$ cat config.mk
export PLATFORM = sky130hd
export DESIGN_NAME = muxbus_frontend
export DESIGN_NICKNAME = d
export VERILOG_FILES = /design/src/rtl/muxbus_frontend.sv
export SDC_FILE = /design/constraint.sdc
export NUM_CORES = 1
export LEC_CHECK = 0
export ABC_AREA = 1
export BUFFER_PORTS_ARGS = -buffer_cell sky130_fd_sc_hd__buf_2
export CELL_PAD_IN_SITES_DETAIL_PLACEMENT = 1
export CELL_PAD_IN_SITES_GLOBAL_PLACEMENT = 1
export CORE_MARGIN = 8
export CORE_UTILIZATION = 41
export DETAILED_ROUTE_END_ITERATION = 16
export PLACE_DENSITY_LB_ADDON = 0.1
export SETUP_SLACK_MARGIN = 0.5
export SKIP_LAST_GASP = 1
export SYNTH_ARGS = -nofsm -noshare
export SYNTH_HDL_FRONTEND = slang
export SYNTH_SLANG_ARGS = --single-unit
$ cat constraint.sdc
create_clock -name clk -period 3.35 [get_ports clk]
set_input_delay 0.67 -clock clk [delete_from_list [all_inputs] [get_ports clk]]
set_output_delay 0.67 -clock clk [all_outputs]
set_load 0.01 [all_outputs]
$ cat src/rtl/muxbus_frontend.sv
module muxbus_frontend #(
  parameter int MIN_W = 3,
  parameter int DW    = 16,
  parameter int HW    = 5,
  localparam int AW   = DW + HW,
  localparam int CW   = (MIN_W < 2) ? 1 : $clog2(MIN_W + 1)
) (
  input  logic          clk,
  input  logic          rst_n,
  input  logic [DW-1:0] adq_in,
  input  logic [HW-1:0] addr_hi,
  input  logic          ale_n,
  input  logic          ce_n,
  input  logic          oe_n,
  input  logic          we_n,
  input  logic [DW-1:0] rd_word,
  input  logic          status_sel,
  input  logic          st_poll,
  input  logic [1:0]    st_toggle,
  input  logic          st_err,
  output logic [DW-1:0] bus_out,
  output logic          bus_oe,
  output logic [AW-1:0] word_addr,
  output logic [1:0]    cycle,
  output logic          wr_stb,
  output logic [DW-1:0] wr_data
);

  localparam logic [1:0] CY_STBY = 2'd0;
  localparam logic [1:0] CY_ODIS = 2'd1;
  localparam logic [1:0] CY_RD   = 2'd2;
  localparam logic [1:0] CY_WR   = 2'd3;

  // strobe vector order: [2]=ce, [1]=oe, [0]=we
  logic [2:0]    stb_m, stb_s, stb_f;
  logic [2:0]    ale_sh;
  logic [DW-1:0] adq_m, adq_s, wbuf;
  logic [HW-1:0] hi_m, hi_s;
  logic          was_wr;
  logic [DW-1:0] stat_word;

  always_ff @(posedge clk or negedge rst_n) begin
    if (!rst_n) begin
      stb_m  <= 3'b111;
      stb_s  <= 3'b111;
      ale_sh <= 3'b111;
      adq_m  <= '0;
      adq_s  <= '0;
      hi_m   <= '0;
      hi_s   <= '0;
    end else begin
      stb_m  <= {ce_n, oe_n, we_n};
      stb_s  <= stb_m;
      ale_sh <= {ale_sh[1:0], ale_n};
      adq_m  <= adq_in;
      adq_s  <= adq_m;
      hi_m   <= addr_hi;
      hi_s   <= hi_m;
    end
  end

  for (genvar g = 0; g < 3; g++) begin : g_flt
    logic [CW-1:0] cnt;
    logic          lvl;
    always_ff @(posedge clk or negedge rst_n) begin
      if (!rst_n) begin
        cnt <= '0;
        lvl <= 1'b1;
      end else if (stb_s[g] == lvl) begin
        cnt <= '0;
      end else if (cnt == CW'(MIN_W - 1)) begin
        cnt <= '0;
        lvl <= stb_s[g];
      end else begin
        cnt <= cnt + 1'b1;
      end
    end
    assign stb_f[g] = lvl;
  end

  always_comb begin
    if (stb_f[2])                    cycle = CY_STBY;
    else if (!stb_f[0] && stb_f[1])  cycle = CY_WR;
    else if (!stb_f[1] && stb_f[0])  cycle = CY_RD;
    else                             cycle = CY_ODIS;
  end

  wire ale_rise = ale_sh[1] && !ale_sh[2];
  wire wr_live  = !stb_s[2] && !stb_s[0] && stb_s[1];

  always_ff @(posedge clk or negedge rst_n) begin
    if (!rst_n) begin
      word_addr <= '0;
      wbuf      <= '0;
      was_wr    <= 1'b0;
    end else begin
      if (ale_rise) word_addr <= {hi_s, adq_s};
      if (wr_live)  wbuf      <= adq_s;
      was_wr <= (cycle == CY_WR);
    end
  end

  always_comb begin
    stat_word    = '0;
    stat_word[7] = st_poll;
    stat_word[6] = st_toggle[1];
    stat_word[5] = st_err;
    stat_word[2] = st_toggle[0];
  end

  assign bus_oe  = (cycle == CY_RD);
  assign bus_out = !bus_oe ? '0 : (status_sel ? stat_word : rd_word);
  assign wr_stb  = was_wr && (cycle != CY_WR);
  assign wr_data = wbuf;

endmodule

---- After elaboration in Yosys (flattened, before gate mapping) ----
Index checks and enable logic that the tools add are counted.
operators by class
  add/subtract/negate cells ............... 3
  equal/unequal tests ..................... 9
  muxes and demuxes ....................... 11
  bitwise logic cells ..................... 3
  reduce and logical (&&, ||, !) cells .... 14
operator list
  cell                                                            count
  16-bit 2-to-1 mux                                               2
  2-bit 2-to-1 mux                                                9
  2-bit equality test (second input constant)                     5
  2-bit by 1-bit adder with 2-bit output (second input constant)  3
  1-bit logical AND                                               6
  2-bit AND reduction                                             3
  1-bit zero test                                                 5
  1-bit equality test                                             3
  1-bit inverter                                                  3
  2-bit != test (second input constant)                           1
word-level totals
  register bits ........................... 98
  input port bits ......................... 48
  output and inout bits ................... 57
  logic and storage cells ................. 56

---- Depth between registers and ports, before layout ----
  depth in word-level cells ............... 7
  mapped depth ............................ 6
  mapped depth without buffers ............ 5

---- Least setup slack after synthesis ----
Ideal clock, no wire load.
  kind .................................... register to output
  start ................................... register g_flt[1].lvl
  end ..................................... output bus_out[0]
  arrival time ............................ 1.454 ns
  data required time ...................... 2.680 ns
  setup slack ............................. 1.226 ns
  stages on the path, launching flop included .. 7
  path buffers ............................ 1
  path through ............................ dfstp_2 > inv_1 > ha_1 > nor2_2 > nand2_2 > buf_6 > nor2_1
on the way
  word-level cells in the longest chain between the ends .. 7
  elaborated cells on any way between the ends .. 8
  those cells by class .................... eq/ne: 1; mux: 4; reduce/logical: 3
ends and longest elaborated chain
  what                    line  RTL
  from (decl)             64    logic lvl;
  from (signal assigned)  73    lvl <= stb_s[g];
  1-bit zero test         84    else if (!stb_f[1] && stb_f[0]) cycle = CY_RD;
  1-bit logical AND       84
  2-bit 2-to-1 mux        84
  2-bit 2-to-1 mux *      83    else if (!stb_f[0] && stb_f[1]) cycle = CY_WR;
  2-bit 2-to-1 mux *      82    if (stb_f[2]) cycle = CY_STBY;
  via cycle[1]            24    output logic [1:0] cycle,
  2-bit equality test *   111   assign bus_oe = (cycle == CY_RD);
  16-bit 2-to-1 mux *     112   assign bus_out = !bus_oe ? '0 : (status_sel ? stat_word : rd_word);
  to (decl)               21    output logic [DW-1:0] bus_out,
The timed path passes the listed nets; every way through them passes the cells marked *.

---- Worst setup path in the final report ----
  start ................................... register g_flt[1].lvl
  end ..................................... output bus_out[5]
on the way
  word-level cells in the longest chain between the ends .. 7
  elaborated cells on any way between the ends .. 8
  those cells by class .................... eq/ne: 1; mux: 4; reduce/logical: 3
ends and longest elaborated chain
  what                   line
  1-bit zero test        84
  1-bit logical AND      84
  2-bit 2-to-1 mux       84
  2-bit 2-to-1 mux *     83
  2-bit 2-to-1 mux *     82
  2-bit equality test *  111
  16-bit 2-to-1 mux *    112
Mark *: on every way between the ends. The rest lies on a longest branch, timed or not.

==> flow_summary_export.csv <==
group,metric,value,unit
worst_setup_path,timing.critical_path.to_type,"output port",
synthesis,synth_seq_cells,98,
global_route,grt_antenna_before_repair,0,
synthesis,synthFlopType,"dfrtp_1",
floorplanning,design.core.area,0.00818,sq mm
floorplanning,die_height,108,um
cts,post_cts.repair.setup_buffers,0,
routing,wire_per_inst,14.8,um
sta,slew_headroom,0.450,
global_route,grt_pass1_vias,2787,
synthesis,ys_top_cells_by_count,"nand2_1, dfrtp_1, nand3_1",
place,gp_congestion,0.728,
sta,worst_slew_pin_slew,0.822,ns
cts,worstSkewPairLatency,0.35,ns
pwr,netSwitchingFraction,0.310,
floorplanning,floorplan.die.width,108,um
global_route,grt.total_usage,0.149,
floorplanning,boundary_pin_count,105,
routing,drc,0,
place,port_buffers,104,
cts,cts-buffers-inserted,9,
routing,routed_via_density,4.58,
sta,min_period,2.53,ns
worst_setup_path,critical_path.max_fanout,17,
global_route,global_route.overflow_total,0,
place,post_place_cell_area,0.00405,sq mm
synthesis,synth_cell_area,0.00346,sq mm
floorplanning,initial_core_util,0.423,
synthesis,synthTopCellsByArea,"dfrtp_1, nand2_1, dfstp_2",
synthesis,number_of_synthesized_flops_with_an_enable_pin,0,
sta,fin_crit_sh,0.754,
final_layout,drive_above_1_share,0.312,
synthesis,ys_async_sr_fraction,1.00,
global_route,grt_first_pass_wirelength,13.5,mm
sta,drv_slew,0,
synthesis,area_leader_netlist,"dfrtp_1",
run_status,run_status,"finished clean",
synthesis,synthDominantCellAreaShare,0.623,
routing,drt_pre_antenna_iters,4,
pwr,finalPower,2.67,mW
synthesis,gate_count_post_synth,331,
synthesis,synth.yosys.warnings,0,
pwr,switching_power,0.828,mW
floorplanning,number_of_standard_cell_rows_in_the_floorplan,33,
hold_path,hold_class,"in -> async",
worst_setup_path,worstSetupStartpointType,"register",
worst_setup_path,crit_type,"reg -> out",
sta,timing_hold_violations_final,0,
floorplanning,die-area,0.0116,sq mm
routing,antenna_violating_nets_post_route,0,
synthesis,synth_most_common_cell,"nand2_1",
pwr,power.combinational.fraction,0.186,
pwr,ir_drop,0.280,mV
sta,grt_setup_unrepaired,"no",
routing,routed_wirelength,8.07,mm
cts,clock_path_buffers,2,
worst_setup_path,critical_path_arrival,1.86,ns
final_layout,antenna_cells_inserted,0,
pwr,intPower,1.84,mW
final_layout,finalCoreUtilization,0.519,
worst_setup_path,cp_data_required_time,2.68,ns
sta,timing.setup.tns,0,ns
final_layout,final_cell_area,0.00424,sq mm
cts,clock_tree.root_cell,"clkbuf_8",
final_layout,layout-area-overhead-vs-synth,22.7,%
synthesis,synth.distinct_cells,15,
cts,cts.hold.buffers_added,0,
final_layout,design.final.nets,483,
routing,dr_total_vias,2493,
synthesis,syn_area_cell,10.4,sq um
sta,setup_viol,0,
routing,detailedRoute.firstIterationViolations,62,
place,detailed_place_hpwl,5.60,mm
cts,cts.repair.resized,0,
pwr,pwr-share-clk,0.274,
cts,cts_max_level,3,
cts,clock_sink_count,98,
job,max_cap_viol_count,0,
synthesis,postSynthNetCount,380,
sta,fmax,0.396,GHz
sta,worst_clock_skew,0.00792,ns
synthesis,synth-seq-area-share,0.714,
global_route,grt_max_degree,98,
cts,cts.clk_slew.worst_paths,0.10,ns
cts,cts_tree,"done",
pwr,power_share_of_the_sequential_group,0.540,
pwr,pwr_density_cell,630,mW/mm^2
pwr,power.static_leakage,2.37,nW
## area by class of cell
type | instances | area (sq um)
well taps | 105 | 131
clock inverters | 6 | 55.1
repair buffers | 105 | 543
flip-flops and latches | 98 | 2470
inverters | 27 | 101
multi-input cells | 193 | 805
fillers | 947 | 3940
clock buffers | 10 | 138
## critical path: stages (launching register included)
cell and delay [ns]:
dfstp_2 0.54, inv_1 0.06, ha_1 0.30, nor2_2 0.12
nand2_2 0.20, nor2_1 0.16, buf_2 0.14
## per-layer routing
layer	routed length, um	vias up	track usage
met5	0	-	0
met4	80	0	0.0446
met3	525	7	0.0449
met2	4120	74	0.266
met1	3350	1197	0.166
li1	-	1215	-
## through the flow
step | worst slack [ns] | cells | hold WS (ns)
after floorplan | 1.23 | 331 | 0.331
after global placement | 1.25 | 528 | 0.332
after detailed placement | 1.18 | 528 | 0.336
after CTS | 0.775 | 544 | 0.0530
after global routing | 0.640 | 544 | 0.0534
final | 0.823 | 544 | 0.0795
## final timing paths
check,end,startpoint,cells after the start,slack [ns]
setup / recovery,bus_out[5],g_flt[1].lvl$_DFFE_PN1P_,6,0.82
hold / removal,hi_m[2]$_DFF_PN0_,rst_n,1,0.08
min in group clk,adq_s[15]$_DFF_PN0_,adq_m[15]$_DFF_PN0_,0,0.35
max in group asynchronous,stb_s[2]$_DFF_PN1_,rst_n,2,2.58
setup reg to reg,word_addr[6]$_DFFE_PN0P_,ale_sh[2]$_DFF_PN1_,4,1.28
hold reg to reg,adq_s[15]$_DFF_PN0_,adq_m[15]$_DFF_PN0_,0,0.35
## power groups by stage
stage	clock, mW	sequential (mW)	combinational [mW]
finish	0.732	1.44	0.497
global route	0.800	1.46	0.576
CTS	0.765	1.44	0.516
detailed placement	0	1.47	0.513
global placement	0	1.46	0.483
floorplan	0	1.47	0.276
## cell families (layout without fill, tap and decap cells)
logic type,count (synthesis),in the layout,synth area share
simple gates,192,192,0.229
flops,98,98,0.714
buf+inv,40,148,0.0532
fa+ha+maj,1,1,0.00362
## state kept, by name (all words and copies together) (netlist names)
name,cells
stb_s,3
word_addr,21
was_wr,1
g_flt.lvl,3
stb_m,3
adq_s,16
wr_data,16
ale_sh,3
hi_s,5
g_flt.cnt,6
hi_m,5
adq_m,16
## layout by cell type (no fill, tap or decap), drive strengths merged
cell type	synthesis	routed
ha	1	1
clkinv	0	2
nand3	40	40
nor3	1	1
nand2	117	117
buf	13	105
clkbuf	0	10
inv	27	31
nor2	34	34
dfstp	12	12
dfrtp	86	86
(Power assumes the default switching activity.)
